### config.mk
export PLATFORM = sky130hd
export DESIGN_NAME = usb_irq_agg
export DESIGN_NICKNAME = d
export VERILOG_FILES = /design/src/rtl/usb_irq_agg_pkg.sv /design/src/rtl/usb_irq_bank.sv /design/src/rtl/usb_irq_eoi_gate.sv /design/src/rtl/usb_irq_agg.sv
export SDC_FILE = /design/constraint.sdc
export NUM_CORES = 1
export LEC_CHECK = 0
export ABC_AREA = 1
export CORE_MARGIN = 10
export CORE_UTILIZATION = 25
export CTS_BUF_LIST = sky130_fd_sc_hd__clkbuf_8
export CTS_CLUSTER_DIAMETER = 60
export DETAILED_ROUTE_END_ITERATION = 12
export PLACE_DENSITY = 0.46
export SETUP_SLACK_MARGIN = 0.02
export SYNTH_ARGS = -nofsm -noshare
export SYNTH_HDL_FRONTEND = slang
export SYNTH_SLANG_ARGS = --single-unit
### constraint.sdc
create_clock -name clk -period 2 [get_ports clk]
set_input_delay 0.4 -clock clk [delete_from_list [all_inputs] [get_ports clk]]
set_output_delay 0.4 -clock clk [all_outputs]
set_load 0.03 [all_outputs]
### src/rtl/usb_irq_agg_pkg.sv
package usb_irq_agg_pkg;
  localparam int BUS_W    = 32;
  localparam int CORE_LSB = 16;

  localparam logic [7:0] OFF_REV    = 8'h00;
  localparam logic [7:0] OFF_CTRL   = 8'h04;
  localparam logic [7:0] OFF_STAT   = 8'h08;
  localparam logic [7:0] OFF_EP_SRC = 8'h20;
  localparam logic [7:0] OFF_EP_SET = 8'h24;
  localparam logic [7:0] OFF_EP_CLR = 8'h28;
  localparam logic [7:0] OFF_EP_MSK = 8'h2C;
  localparam logic [7:0] OFF_EP_MST = 8'h30;
  localparam logic [7:0] OFF_EP_MCL = 8'h34;
  localparam logic [7:0] OFF_EP_MSD = 8'h38;
  localparam logic [7:0] OFF_CO_SRC = 8'h40;
  localparam logic [7:0] OFF_CO_SET = 8'h44;
  localparam logic [7:0] OFF_CO_CLR = 8'h48;
  localparam logic [7:0] OFF_CO_MSK = 8'h4C;
  localparam logic [7:0] OFF_CO_MST = 8'h50;
  localparam logic [7:0] OFF_CO_MCL = 8'h54;
  localparam logic [7:0] OFF_CO_MSD = 8'h58;
  localparam logic [7:0] OFF_EOI    = 8'h60;

  // Endpoint bank: all bits except 16. Core bank: bits 24:16.
  localparam logic [BUS_W-1:0] EP_VALID   = 32'hFFFE_FFFF;
  localparam logic [BUS_W-1:0] CORE_VALID = 32'h01FF_0000;

  // Set/clear update with hardware events taking priority over clear.
  function automatic logic [BUS_W-1:0] w1_update(
    input logic [BUS_W-1:0] cur,
    input logic [BUS_W-1:0] setv,
    input logic [BUS_W-1:0] clrv,
    input logic [BUS_W-1:0] hw,
    input logic [BUS_W-1:0] valid);
    return (((cur | setv) & ~clrv) | hw) & valid;
  endfunction

  function automatic logic any_masked(
    input logic [BUS_W-1:0] src,
    input logic [BUS_W-1:0] msk);
    return |(src & msk);
  endfunction
endpackage

### src/rtl/usb_irq_bank.sv
module usb_irq_bank
  import usb_irq_agg_pkg::*;
#(
  parameter logic [BUS_W-1:0] VALID = '1
) (
  input  logic             clk,
  input  logic             rst_n,
  input  logic             src_set_i,
  input  logic             src_clr_i,
  input  logic             msk_set_i,
  input  logic             msk_clr_i,
  input  logic [BUS_W-1:0] wdata_i,
  input  logic [BUS_W-1:0] hw_evt_i,
  output logic [BUS_W-1:0] src_o,
  output logic [BUS_W-1:0] msk_o,
  output logic [BUS_W-1:0] masked_o,
  output logic             pend_o
);
  logic [BUS_W-1:0] src_q, msk_q;

  always_ff @(posedge clk or negedge rst_n) begin
    if (!rst_n) begin
      src_q <= '0;
      msk_q <= '0;
    end else begin
      src_q <= w1_update(src_q, src_set_i ? wdata_i : '0,
                         src_clr_i ? wdata_i : '0, hw_evt_i, VALID);
      msk_q <= w1_update(msk_q, msk_set_i ? wdata_i : '0,
                         msk_clr_i ? wdata_i : '0, '0, VALID);
    end
  end

  assign src_o    = src_q;
  assign msk_o    = msk_q;
  assign masked_o = src_q & msk_q;
  assign pend_o   = any_masked(src_q, msk_q);
endmodule

### src/rtl/usb_irq_eoi_gate.sv
module usb_irq_eoi_gate (
  input  logic clk,
  input  logic rst_n,
  input  logic pending_i,
  input  logic eoi_i,
  output logic irq_o,
  output logic armed_o
);
  logic irq_q, armed_q;

  always_ff @(posedge clk or negedge rst_n) begin
    if (!rst_n) begin
      irq_q   <= 1'b0;
      armed_q <= 1'b1;
    end else begin
      irq_q   <= pending_i & (irq_q | armed_q);
      armed_q <= eoi_i | (armed_q & ~pending_i);
    end
  end

  assign irq_o   = irq_q;
  assign armed_o = armed_q;
endmodule

### src/rtl/usb_irq_agg.sv
module usb_irq_agg
  import usb_irq_agg_pkg::*;
#(
  parameter int               ADDR_W     = 8,
  parameter int               CORE_EVT_W = 9,
  parameter logic [BUS_W-1:0] REV_VALUE  = 32'h0001_0A03
) (
  input  logic                  clk,
  input  logic                  rst_n,
  input  logic                  wr_en_i,
  input  logic [ADDR_W-1:0]     addr_i,
  input  logic [BUS_W-1:0]      wdata_i,
  output logic [BUS_W-1:0]      rdata_o,
  input  logic [BUS_W-1:0]      ep_evt_i,
  input  logic [CORE_EVT_W-1:0] core_evt_i,
  input  logic                  vbus_drive_i,
  output logic                  irq_o,
  output logic                  soft_rst_o
);
  function automatic logic hit(input logic [ADDR_W-1:0] a, input logic [7:0] off);
    return a == ADDR_W'(off);
  endfunction

  // Named decode events, also used by the checker
  logic ep_set_wr, ep_clr_wr, ep_mset_wr, ep_mclr_wr;
  logic co_set_wr, co_clr_wr, co_mset_wr, co_mclr_wr;
  logic eoi_wr, ctrl_wr;

  assign ep_set_wr  = wr_en_i & hit(addr_i, OFF_EP_SET);
  assign ep_clr_wr  = wr_en_i & hit(addr_i, OFF_EP_CLR);
  assign ep_mset_wr = wr_en_i & hit(addr_i, OFF_EP_MST);
  assign ep_mclr_wr = wr_en_i & hit(addr_i, OFF_EP_MCL);
  assign co_set_wr  = wr_en_i & hit(addr_i, OFF_CO_SET);
  assign co_clr_wr  = wr_en_i & hit(addr_i, OFF_CO_CLR);
  assign co_mset_wr = wr_en_i & hit(addr_i, OFF_CO_MST);
  assign co_mclr_wr = wr_en_i & hit(addr_i, OFF_CO_MCL);
  assign eoi_wr     = wr_en_i & hit(addr_i, OFF_EOI);
  assign ctrl_wr    = wr_en_i & hit(addr_i, OFF_CTRL);

  logic [BUS_W-1:0] core_hw;
  assign core_hw = BUS_W'(core_evt_i) << CORE_LSB;

  logic [BUS_W-1:0] ep_src, ep_msk, ep_masked;
  logic [BUS_W-1:0] core_src, core_msk, core_masked;
  logic             ep_pend, core_pend, pending, armed;

  usb_irq_bank #(.VALID(EP_VALID)) u_ep_bank (
    .clk(clk), .rst_n(rst_n),
    .src_set_i(ep_set_wr), .src_clr_i(ep_clr_wr),
    .msk_set_i(ep_mset_wr), .msk_clr_i(ep_mclr_wr),
    .wdata_i(wdata_i), .hw_evt_i(ep_evt_i),
    .src_o(ep_src), .msk_o(ep_msk), .masked_o(ep_masked), .pend_o(ep_pend)
  );

  usb_irq_bank #(.VALID(CORE_VALID)) u_core_bank (
    .clk(clk), .rst_n(rst_n),
    .src_set_i(co_set_wr), .src_clr_i(co_clr_wr),
    .msk_set_i(co_mset_wr), .msk_clr_i(co_mclr_wr),
    .wdata_i(wdata_i), .hw_evt_i(core_hw),
    .src_o(core_src), .msk_o(core_msk), .masked_o(core_masked), .pend_o(core_pend)
  );

  assign pending = ep_pend | core_pend;

  usb_irq_eoi_gate u_gate (
    .clk(clk), .rst_n(rst_n),
    .pending_i(pending), .eoi_i(eoi_wr),
    .irq_o(irq_o), .armed_o(armed)
  );

  logic soft_rst_q;
  always_ff @(posedge clk or negedge rst_n) begin
    if (!rst_n) soft_rst_q <= 1'b0;
    else        soft_rst_q <= ctrl_wr & wdata_i[0];
  end
  assign soft_rst_o = soft_rst_q;

  always_comb begin
    rdata_o = '0;
    if      (hit(addr_i, OFF_REV))    rdata_o = REV_VALUE;
    else if (hit(addr_i, OFF_STAT))   rdata_o = BUS_W'(vbus_drive_i);
    else if (hit(addr_i, OFF_EP_SRC)) rdata_o = ep_src;
    else if (hit(addr_i, OFF_EP_MSK)) rdata_o = ep_msk;
    else if (hit(addr_i, OFF_EP_MSD)) rdata_o = ep_masked;
    else if (hit(addr_i, OFF_CO_SRC)) rdata_o = core_src;
    else if (hit(addr_i, OFF_CO_MSK)) rdata_o = core_msk;
    else if (hit(addr_i, OFF_CO_MSD)) rdata_o = core_masked;
  end
endmodule

Word-level counts from Yosys, hierarchy flattened
Cells that the tools add are included.
{ "totals": {"wordCells": 76, "inputBits": 85, "reg_bits": 83} }
{ "classes": {"eq_ne": 17, "bitwise_logic": 33, "n_reduce_logical": 3, "mux": 16} }
{ "ops": {"columns": ["operator", "count"], "rows": [
  ["$mux 32", 12],
  ["$mux 25", 4],
  ["$and 32x32->32", 3],
  ["$or 32x32->32", 3],
  ["$and 25x25->25", 3],
  ["$or 25x25->25", 3],
  ["$eq 8x7->1 const B", 8],
  ["$not 32->32", 2],
  ["$reduce_or 32->1", 2],
  ["$eq 8x6->1 const B", 7],
  ["$not 25->25", 2],
  ["$and 1x1->1", 13],
  ["$eq 8x3->1 const B", 1],
  ["$eq 8x4->1 const B", 1],
  ["$logic_not 8->1", 1],
  ["$or 1x1->1", 3],
  ["$not 1->1", 1]
]} }

Longest topological paths before layout
Gate-level depths: netlist of the first run.
{ "depth": {"depth_word": 9, "mapped_depth": 10, "ltp_nobuf": 10} }

By module
From an unflattened synthesis of the first run, not the netlist that was laid out.
{ "hier_totals": {"cells_unflattened": 1042, "area_unflattened_um2": 6792.8} }
{ "modules_own_cells": {"columns": ["module", "cells_each", "instances", "area_each_um2"], "rows": [
  ["usb_irq_bank (u_ep_bank)", 420, 1, 3389.5],
  ["usb_irq_agg", 415, 1, 1825.5],
  ["usb_irq_bank (u_core_bank)", 199, 1, 1503.9],
  ["usb_irq_eoi_gate", 8, 1, 73.8]
]} }

Worst setup path after synthesis of the first run
OpenSTA, ideal clock, no wires.
{ "synth_path": {"kind": "in2out", "from": "input port addr_i[0]", "to": "output port rdata_o[10]", "t_arrival_ps": 1633, "setup_slack_ps": -33, "stages": 8, "t_required_ps": 1600, "n_path_buf": 1, "path_cell_list": "inv_1 -> nand2_2 -> nor2_2 -> nand2_1 -> buf_2 -> o21ai_1 -> nand2_1 -> a21oi_1"} }
{ "synth_via": {"elab_chain_len": 9} }
{ "synth_lines": {"columns": ["element", "line_no", "text"], "rows": [
  ["from (decl)", "usb_irq_agg.sv:11", "input logic [ADDR_W-1:0] addr_i,"],
  ["$eq 8x7->1", "usb_irq_agg.sv:21", "return a == ADDR_W'(off);"],
  ["$mux 32", "usb_irq_agg.sv:87", "else if (hit(addr_i, OFF_CO_MSD)) rdata_o = core_masked;"],
  ["$mux 32", "usb_irq_agg.sv:86", "else if (hit(addr_i, OFF_CO_MSK)) rdata_o = core_msk;"],
  ["$mux 32", "usb_irq_agg.sv:85", "else if (hit(addr_i, OFF_CO_SRC)) rdata_o = core_src;"],
  ["$mux 32", "usb_irq_agg.sv:84", "else if (hit(addr_i, OFF_EP_MSD)) rdata_o = ep_masked;"],
  ["$mux 32", "usb_irq_agg.sv:83", "else if (hit(addr_i, OFF_EP_MSK)) rdata_o = ep_msk;"],
  ["$mux 32", "usb_irq_agg.sv:82", "else if (hit(addr_i, OFF_EP_SRC)) rdata_o = ep_src;"],
  ["$mux 32", "usb_irq_agg.sv:81", "else if (hit(addr_i, OFF_STAT)) rdata_o = BUS_W'(vbus_drive_i);"],
  ["$mux 32 *", "usb_irq_agg.sv:80", "if (hit(addr_i, OFF_REV)) rdata_o = REV_VALUE;"],
  ["to (decl)", "usb_irq_agg.sv:13", "output logic [BUS_W-1:0] rdata_o,"]
]} }
Mark *: on every way between the ends. The rest lies on a longest branch, timed or not.

Worst setup path in the final report of the first run
{ "layout_path": {"from": "input port addr_i[4]", "to": "output port rdata_o[3]"} }
The elaborated chain is that of the path after synthesis.

==> qor.txt, run 1 <==
Final #Nets: 980
CTS max path bufs: 2
Die Wd: 162 µm
Final TNS setup: -1070 ps
Worst EP arrival: 1690 ps
met1 Use GR: 0.191
routed wire length: 19,800 µm
IO Port Bufs: 117
Hold WS: 388 ps
Switch Pwr: 1.05 mW
Max-Cap Viols: 0
Total Die Area: 0.0262 mm²
number of distinct library cells after synthesis: 30
diode count: 0
H-tree Lvls: 3
layout cell share with drive strength beyond 1: 0.253
clk slew on worst S/H paths: 90 ps
FF-to-FF End: u_gate.irq_o$_DFF_PN0_
vias in the first global route: 5,556
multi-input logic area: 0.00277 mm²
Layout area overhead: 60.6%
PD cells: 450 mW/mm²
Crit. End Element: primary output
HPWL after detailed placement: 13,600 µm
Sw Share: 0.290
Top Ports: 119
GRT busiest layer: met2
gr ovfl total: 0
maximum vdd drop: 0.258 mV
largest net degree at the start of global routing: 39
Mapped Area: 0.00503 mm²
Worst R2R Start: u_ep_bank.msk_o[13]$_DFF_PN0_
all-layer global routing usage: 0.151
failing checks: negative setup slack
Num CTS Buffers: 9
total number of vias: 5,407
synthesized netlist net count: 804
Setup crit start kind: primary input
Post-DRT Antenna Nets: 0
first-pass GRT wire length: 31,300 µm
endpoints failing hold: 0
Max-slew headroom: 0.723
Internal: 2.58 mW
worst clock skew: 8.88 ps
cell leakage power: 3.94 nW
reg2reg path depth: 8
DR vias/cell: 4.64
Initial DRC Count: 310
Post-Synthesis Cells: 719
worst setup margin: -94.6 ps
WHS Endpoint: soft_rst_o$_DFF_PN0_
core area: 0.0197 mm²
met2 GRT Util: 0.252
Starting Density: 0.256
post-route clock period utilization: 1.05
Final Max Tran Viols: 0
GR Util met3: 0.0410
Seq/Total Area, Yosys: 0.413
RSZ-0062 raised after global routing: yes
Fill cells: 2,089
antenna violations before repair: 1
Period minus WS final: 2090 ps
site row count: 51
number of synthesized register bits: 83
CTS tree: built
sequential share of power: 0.482
WP data required: 1600 ps
final setup fails: 22
routability cong.: 0.779
clk_lat worst skew: 380 ps
Hold Path Class: primary input to register
Clock Tree Root: clkbuf_8
Synth Warn #: 0
Clk pwr share: 0.352
R2R Setup Slk: 580 ps
Fmax: 477 MHz
worst hold start: addr_i[0]
worst-margin pin slew: 415 ps
CTS Sinks: 83
status: finished, violations left
post-DR wirelength/cell: 17.0 µm
DR pass1 iterations: 5
crit path max fanout: 6
Comb pwr share: 0.165
Avg Cell Area, Syn: 7.00 µm²
critical path type: primary input to primary output
WHS Path Cells: 4
number of remaining DRC errors: 0
chip height: 162 µm
FF/Latch Area: 0.00208 mm²
-- sequential cells by signal, summed over array words and instances (netlist names) --
signal	count
soft_rst_o	1
u_core_bank.msk_o	9
u_core_bank.src_o	9
u_ep_bank.msk_o	31
u_ep_bank.src_o	31
u_gate.armed_o	1
u_gate.irq_o	1
-- repair_timing --
action,in CTS,in global routing
cloned,4,1
endpoints found under the hold margin,24,0
buffers inserted,11,4
hold buffers,1,0
pin swaps,24,31
resized for setup,155,48
endpoints found under the setup margin,32,32
-- cells in the final DEF, fill, tap and decap left out, types with 2 or more instances in the layout --
master | Yosys | layout
nand2_1 | 162 | 145
inv_1 | 136 | 126
dfrtp_1 | 82 | 82
a21oi_1 | 85 | 81
clkdlybuf4s50_1 | 0 | 76
o21ai_1 | 58 | 59
nand3_1 | 64 | 47
buf_4 | 6 | 42
buf_6 | 1 | 41
buf_12 | 0 | 21
o21ai_0 | 26 | 20
nand3_2 | 2 | 19
nand2_2 | 4 | 16
nor2_1 | 17 | 14
o221ai_4 | 0 | 12
inv_2 | 7 | 9
clkbuf_8 | 0 | 9
inv_4 | 0 | 7
nor2_4 | 4 | 7
nand3b_1 | 7 | 7
buf_8 | 0 | 6
nor2_2 | 4 | 5
nand4_1 | 5 | 5
o21ai_2 | 0 | 5
nand2_4 | 0 | 4
a21oi_2 | 0 | 4
o22ai_1 | 3 | 3
o2111ai_4 | 0 | 3
clkinv_2 | 0 | 3
buf_16 | 0 | 3
inv_6 | 0 | 2
clkinvlp_4 | 0 | 2
-- worst max-delay path by stage --
stage                              to  startpoint  cells after the start
final                      rdata_o[3]   addr_i[4]                     11
after global routing       rdata_o[3]   addr_i[4]                     11
after CTS                 rdata_o[10]   addr_i[6]                     11
after detailed placement  rdata_o[17]   addr_i[5]                     12
after global placement    rdata_o[11]   addr_i[2]                     11
after floorplan            rdata_o[3]   addr_i[7]                      9
-- layout make-up --
class                           instances  share of cell area
Clock buffer                            9              0.0153
Tap cell                              265              0.0410
Inverter                              144              0.0703
Clock inverter                          7             0.00852
Timing Repair Buffer                  190               0.265
Sequential cell                        83               0.257
Multi-Input combinational cell        467               0.343
-- worst max-delay path, stage by stage --
cell	delay, ps
buf_8	80
inv_6	30
buf_6	100
nor3_4	210
nand2_1	100
buf_6	150
buf_8	130
o21ai_2	120
nand2_1	70
a21oi_2	140
buf_6	140
-- Yosys cell counts (all sizes together) --
cell type | instances | area, µm²
a21oi | 85 | 425
a31oi | 1 | 6.26
buf | 24 | 141
clkbuf | 2 | 7.51
clkinv | 1 | 3.75
dfrtp | 82 | 2050
dfstp | 1 | 26.3
inv | 143 | 537
nand2 | 166 | 633
nand3 | 66 | 340
nand3b | 7 | 52.6
nand4 | 5 | 31.3
nor2 | 25 | 134
nor3 | 2 | 15.0
o2111ai | 5 | 43.8
o211ai | 1 | 7.51
o21ai | 84 | 420
o221ai | 14 | 123
o22ai | 3 | 18.8
or2 | 1 | 6.26
or3 | 1 | 6.26
-- stage by stage --
stage	instances	utilization	instance area (µm²)	worst slack, ps	total power [mW]
6_report	1165	0.411	8080	-94.6	3.64
5_1_grt	1165	0.411	8080	-189	3.81
4_1_cts	1160	0.401	7870	-88.2	3.66
3_5_place_dp	1129	0.353	6940	-513	2.32
3_3_place_gp	1129	0.353	6940	-500	2.33
2_1_floorplan	719	-	5040	-25.8	1.97
-- power groups by stage --
| stage | clock (mW) | sequential [mW] | combinational, mW |
|---|---|---|---|
| 2_1_floorplan | 0 | 1.78 | 0.197 |
| 3_3_place_gp | 0 | 1.78 | 0.541 |
| 3_5_place_dp | 0 | 1.78 | 0.541 |
| 4_1_cts | 1.31 | 1.75 | 0.596 |
| 5_1_grt | 1.38 | 1.76 | 0.663 |
| 6_report | 1.28 | 1.75 | 0.602 |
-- logic make-up (layout without fill, tap and decap cells) --
logic type | after synthesis | in the layout | share of synthesized area
and+or+nand+nor | 273 | 274 | 0.242
buffers and inverters | 170 | 350 | 0.137
DFF | 83 | 83 | 0.413
AOI/OAI and AO/OA | 193 | 193 | 0.208
-- metal layers --
metal  wire [µm]  share of wire
met1        8830           0.45
met2        9580           0.48
met3        1120          0.056
met4         247          0.012
met5          13        0.00066
Note: power is estimated with default switching activity, not from simulation.
==> run 2, diff against run 1 <==
--- a/config.mk
+++ b/config.mk
@@ -8,7 +8,6 @@
 export ABC_AREA = 1
 export CORE_MARGIN = 10
 export CORE_UTILIZATION = 25
-export CTS_BUF_LIST = sky130_fd_sc_hd__clkbuf_8
 export CTS_CLUSTER_DIAMETER = 60
 export DETAILED_ROUTE_END_ITERATION = 12
 export PLACE_DENSITY = 0.46
==> qor.txt, run 2 (synthesized netlist as in run 1, its figures left out) <==
FF-to-FF End: u_gate.irq_o$_DFF_PN0_ (unchanged)
WP data required: 1600 ps (about the same)
antenna violations before repair: 1 (unchanged)
post-route insts no fill: 1,166 (was 1,165)
GRT busiest layer: met2 (unchanged)
IO Port Bufs: 117 (unchanged)
site row count: 51 (unchanged)
Num CTS Buffers: 9 (unchanged)
worst setup margin: -93.8 ps (was -94.6 ps)
post-route clock period utilization: 1.05 (about the same)
Final Power: 4.08 mW (was 3.64 mW)
worst-margin pin slew: 419 ps (was 415 ps)
DR vias/cell: 4.65 (was 4.64)
WHS Endpoint: soft_rst_o$_DFF_PN0_ (unchanged)
Die Wd: 162 µm (unchanged)
Fill cells: 2,068 (was 2,089)
Layout area overhead: 62.8% (was 60.6%)
placed instance count: 1,129 (unchanged)
met2 GRT Util: 0.250 (was 0.252)
Clock Tree Root: clkbuf_16 (was clkbuf_8)
Hold WS: 421 ps (was 388 ps)
Worst R2R Start: u_ep_bank.msk_o[13]$_DFF_PN0_ (unchanged)
Period minus WS final: 2090 ps (about the same)
worst clock skew: 3.81 ps (was 8.88 ps)
layout cell share with drive strength beyond 1: 0.254 (was 0.253)
DR pass1 iterations: 5 (unchanged)
WHS Path Cells: 4 (unchanged)
Final #Nets: 981 (was 980)
Total Die Area: 0.0262 mm² (unchanged)
Max-Cap Viols: 0 (unchanged)
largest net degree at the start of global routing: 39 (unchanged)
Post-DRT Antenna Nets: 0 (unchanged)
critical path type: primary input to primary output (unchanged)
final instance area: 0.00819 mm² (was 0.00808 mm²)
routability cong.: 0.779 (unchanged)
Fmax: 478 MHz (was 477 MHz)
Worst EP arrival: 1690 ps (about the same)
number of remaining DRC errors: 0 (unchanged)
diode count: 0 (unchanged)
CTS tree: built (unchanged)
status: finished, violations left (unchanged)
ordered cell list for the critical path: buf_8, inv_6, buf_6, nor3_4, nand2_1, buf_6, buf_8, o21ai_2, nand2_1, a21oi_2, buf_6 (unchanged)
commonest non-fill, non-tap cell in the layout: nand2_1 (unchanged)
total number of vias: 5,423 (was 5,407)
maximum vdd drop: 0.420 mV (was 0.258 mV)
worst-path cell with the longest stage delay: nor3_4 (unchanged)
Crit. End Element: primary output (unchanged)
HPWL after detailed placement: 13,600 µm (unchanged)
Setup crit start kind: primary input (unchanged)
core area: 0.0197 mm² (unchanged)
PD cells: 498 mW/mm² (was 450 mW/mm²)
chip height: 162 µm (unchanged)
reg2reg path depth: 8 (unchanged)
vias in the first global route: 5,554 (was 5,556)
clk_lat worst skew: 350 ps (was 380 ps)
RSZ-0062 raised after global routing: yes (unchanged)
cell leakage power: 3.99 nW (was 3.94 nW)
gr ovfl total: 0 (unchanged)
H-tree Lvls: 3 (unchanged)
CTS Sinks: 83 (unchanged)
final core occ: 0.417 (was 0.411)
Final Max Tran Viols: 0 (unchanged)
failing checks: negative setup slack (unchanged)
CP dominant cell by count: buf_6 (unchanged)
Top Ports: 119 (unchanged)
all-layer global routing usage: 0.151 (about the same)
crit path max fanout: 6 (unchanged)
R2R Setup Slk: 610 ps (was 580 ps)
Initial DRC Count: 328 (was 310)
CTS max path bufs: 2 (unchanged)
placed cell area: 0.00694 mm² (unchanged)
worst hold start: addr_i[0] (unchanged)
crit-path max cell delay: 210 ps (about the same)
endpoints failing hold: 0 (unchanged)
post-DR wirelength/cell: 17.0 µm (about the same)
routed wire length: 19,800 µm (about the same)
Max-slew headroom: 0.721 (was 0.723)
most frequent cells in the layout: nand2_1, inv_1, dfrtp_1 (unchanged)
Hold Path Class: primary input to register (unchanged)
first-pass GRT wire length: 31,200 µm (was 31,300 µm)
met1 Use GR: 0.191 (about the same)
clk slew on worst S/H paths: 60 ps (was 90 ps)
GR Util met3: 0.0354 (was 0.0410)
final setup fails: 22 (unchanged)
Starting Density: 0.256 (unchanged)
-- run 2: changes by cell type in the layout (fill, tap and decap cells not counted), sizes merged --
cell  previous run  this run
buf            113       114
-- run 2: repair_timing --
item,4_1_cts,5_1_grt
setup endpoints to repair,32,32
cloned,4,1
hold endpoints to repair,24,0
gates resized for setup,155,48
hold buffers,1,0
pin swaps,24,31
setup buffers,12,4
-- run 2: layout make-up --
| type | instances | area [µm²] | area share |
|---|---|---|---|
| multi-input cells | 467 | 2770 | 0.338 |
| repair buffers | 191 | 2150 | 0.262 |
| flip-flops and latches | 83 | 2080 | 0.254 |
| inverters | 144 | 568 | 0.0694 |
| well taps | 265 | 332 | 0.0405 |
| clock buffers | 9 | 225 | 0.0275 |
| clock inverters | 7 | 68.8 | 0.00840 |
-- run 2: routing by layer --
layer / wire length, µm / part of all wire / vias to the layer above
met5: 13 / 0.00066 / -
met2: 9560 / 0.48 / 137
li1: - / - / 2695
met1: 8850 / 0.45 / 2567
met4: 308 / 0.016 / 2
met3: 1090 / 0.055 / 22
-- run 2: through the flow --
| step | setup WS (ps) | TNS [ps] |
|---|---|---|
| detailed placement | -513 | -21310 |
| global route | -189 | -2980 |
| finish | -93.8 | -1090 |
| CTS | -88.2 | -848 |
| global placement | -500 | -22180 |
| floorplan | -25.8 | -137 |
-- run 2: power breakdown --
group          internal, mW  switching (mW)  total, mW  leakage, nW
Combinational         0.292           0.310      0.602         2.91
Sequential             1.72          0.0365       1.76        0.940
Clock                 0.965           0.755       1.72        0.141
-- run 2: how the worst max path moves through the flow --
stage / slack [ps] / cells past startpoint / to / start
after floorplan: -30 / 9 / rdata_o[3] / addr_i[7]
after global routing: -190 / 11 / rdata_o[3] / addr_i[4]
final: -90 / 11 / rdata_o[3] / addr_i[4]
after CTS: -90 / 11 / rdata_o[10] / addr_i[6]
after detailed placement: -510 / 12 / rdata_o[17] / addr_i[5]
after global placement: -500 / 11 / rdata_o[11] / addr_i[2]
-- run 2: worst max-delay path: cells and delay by family --
family	cells	cell delay, ps
AOI/OAI and AO/OA	2	260
buffers and inverters	6	630
and+or+nand+nor	3	380
==> run 3, diff against run 2 <==
--- a/config.mk
+++ b/config.mk
@@ -15,3 +15,4 @@
 export SYNTH_ARGS = -nofsm -noshare
 export SYNTH_HDL_FRONTEND = slang
 export SYNTH_SLANG_ARGS = --single-unit
+export TNS_END_PERCENT = 10
==> qor.txt, run 3 (synthesized netlist as in run 1, its figures left out) <==
status: finished, violations left (unchanged)
failing checks: negative setup slack (unchanged)
endpoints failing hold: 0 (unchanged)
number of remaining DRC errors: 0 (unchanged)
PD cells: 542 mW/mm² (was 498 mW/mm²)
Period minus WS final: 2020 ps (was 2090 ps)
Max-Cap Viols: 0 (unchanged)
Post-DRT Antenna Nets: 0 (unchanged)
Setup crit start kind: primary input (unchanged)
Crit. End Element: primary output (unchanged)
Fmax: 495 MHz (was 478 MHz)
Comb pwr share: 0.139 (was 0.148)
post-DR wirelength/cell: 16.4 µm (was 17.0 µm)
clk_lat worst skew: 350 ps (about the same)
Final #Nets: 974 (was 981)
Worst EP arrival: 1620 ps (was 1690 ps)
Max-slew headroom: 0.735 (was 0.721)
layout cell share with drive strength beyond 1: 0.229 (was 0.254)
post-route clock period utilization: 1.01 (was 1.05)
core area: 0.0197 mm² (unchanged)
cell leakage power: 3.93 nW (was 3.99 nW)
DR vias/cell: 4.54 (was 4.65)
sequential share of power: 0.415 (was 0.430)
commonest non-fill, non-tap cell in the layout: nand2_1 (unchanged)
post-route insts no fill: 1,160 (was 1,166)
IO Port Bufs: 117 (unchanged)
Top Ports: 119 (unchanged)
Hold Path Class: primary input to register (unchanged)
RSZ-0062 raised after global routing: yes (unchanged)
worst clock skew: 7.76 ps (was 3.81 ps)
gr ovfl total: 0 (unchanged)
critical path type: primary input to primary output (unchanged)
most frequent cells in the layout: nand2_1, inv_1, dfrtp_1 (unchanged)
HPWL after detailed placement: 13,700 µm (was 13,600 µm)
routed wire length: 19,000 µm (was 19,800 µm)
Sw Share: 0.251 (was 0.270)
DR pass1 iterations: 4 (was 5)
all-layer global routing usage: 0.146 (was 0.151)
H-tree Lvls: 3 (unchanged)
Initial DRC Count: 229 (was 328)
Clock Tree Root: clkbuf_16 (unchanged)
CTS tree: built (unchanged)
Clk pwr share: 0.447 (was 0.422)
chip height: 162 µm (unchanged)
Switch Pwr: 1.06 mW (was 1.10 mW)
CTS max path bufs: 2 (unchanged)
CTS Sinks: 83 (unchanged)
placed instance count: 1,133 (was 1,129)
final setup fails: 1 (was 22)
total number of vias: 5,263 (was 5,423)
Layout area overhead: 55.2% (was 62.8%)
routability cong.: 0.787 (was 0.779)
antenna violations before repair: 2 (was 1)
WP data required: 1600 ps (about the same)
Internal: 3.17 mW (was 2.98 mW)
maximum vdd drop: 0.365 mV (was 0.420 mV)
pre-CTS setup slack: -523 ps (was -513 ps)
first-pass GRT wire length: 30,100 µm (was 31,200 µm)
Die Wd: 162 µm (unchanged)
crit path max fanout: 7 (was 6)
clk slew on worst S/H paths: 60 ps (about the same)
Final Power: 4.23 mW (was 4.08 mW)
vias in the first global route: 5,411 (was 5,554)
worst-margin pin slew: 398 ps (was 419 ps)
Starting Density: 0.256 (unchanged)
site row count: 51 (unchanged)
Final Max Tran Viols: 0 (unchanged)
Num CTS Buffers: 9 (unchanged)
Fill cells: 2,110 (was 2,068)
largest net degree at the start of global routing: 40 (was 39)
Total Die Area: 0.0262 mm² (unchanged)
worst setup margin: -19.1 ps (was -93.8 ps)
==> run 3: cell count changes in the layout (fill, tap and decap cells not counted), moves of 6 or more <==
cell      delta
o221ai_2     +8
o221ai_4    -11
buf_4       +10
buf_6        -6
==> run 3: critical path, stage by stage <==
cell	delay (ps)
buf_8	100
inv_4	40
nand2_4	70
nor3_4	130
nand2_1	90
buf_6	140
buf_6	130
o21ai_2	130
nand2_1	70
a21oi_2	150
buf_6	150
==> run 3: worst paths after layout <==
kind                                               start                               to  cells after the start  slack [ps]
setup / recovery                               addr_i[6]                      rdata_o[10]                     11         -20
hold / removal                                 addr_i[5]         u_gate.armed_o$_DFF_PN1_                      4         460
setup reg to reg           u_ep_bank.msk_o[12]$_DFF_PN0_           u_gate.irq_o$_DFF_PN0_                      8         660
hold reg to reg                 u_gate.armed_o$_DFF_PN1_         u_gate.armed_o$_DFF_PN1_                      2         490
max in group asynchronous                          rst_n  u_core_bank.msk_o[19]$_DFF_PN0_                      3         870
min in group asynchronous                          rst_n     u_ep_bank.src_o[2]$_DFF_PN0_                      2         510
==> run 3: layout make-up <==
class / count / area [µm²] / share of cell area
diodes: 1 / 2.50 / 0.000320
clock buffers: 12 / 256 / 0.0328
clock inverters: 4 / 72.6 / 0.00929
inverters: 144 / 561 / 0.0718
multi-input cells: 467 / 2570 / 0.329
flip-flops and latches: 83 / 2080 / 0.266
well taps: 265 / 332 / 0.0425
repair buffers: 184 / 1940 / 0.248
==> run 3: per-stage QoR <==
step | area, µm² | TNS [ps] | hold slack [ps] | util
2_1_floorplan | 5030 | -93.5 | 104 | -
3_3_place_gp | 6940 | -26020 | 365 | 0.353
3_5_place_dp | 6940 | -26000 | 367 | 0.353
4_1_cts | 7670 | -13.4 | 446 | 0.390
5_1_grt | 7810 | -801 | 477 | 0.397
6_report | 7810 | -19.1 | 456 | 0.397
==> run 3: power by group through the flow <==
stage / Clock (mW) / Sequential, mW / Combinational, mW
floorplan: 0 / 1.78 / 0.197
global placement: 0 / 1.78 / 0.546
detailed placement: 0 / 1.78 / 0.548
CTS: 1.94 / 1.75 / 0.590
global route: 2.01 / 1.76 / 0.651
finish: 1.89 / 1.75 / 0.586
==> run 3: metal layers <==
metal,part of all wire,wire (µm),global-route usage,up-vias
li1,-,-,-,2689
met1,0.46,8820,0.188,2452
met2,0.47,9020,0.234,105
met3,0.049,937,0.0402,15
met4,0.012,234,0.0376,2
met5,0.00089,17,0,-
==> run 3: what timing repair did <==
item                                    CTS  global route
pin swaps                                26            11
cloned                                    2             0
buffers inserted                          6             1
hold endpoints to repair                 24             0
endpoints found under the setup margin   32            31
hold buffers                              1             0
resized for setup                       124            32
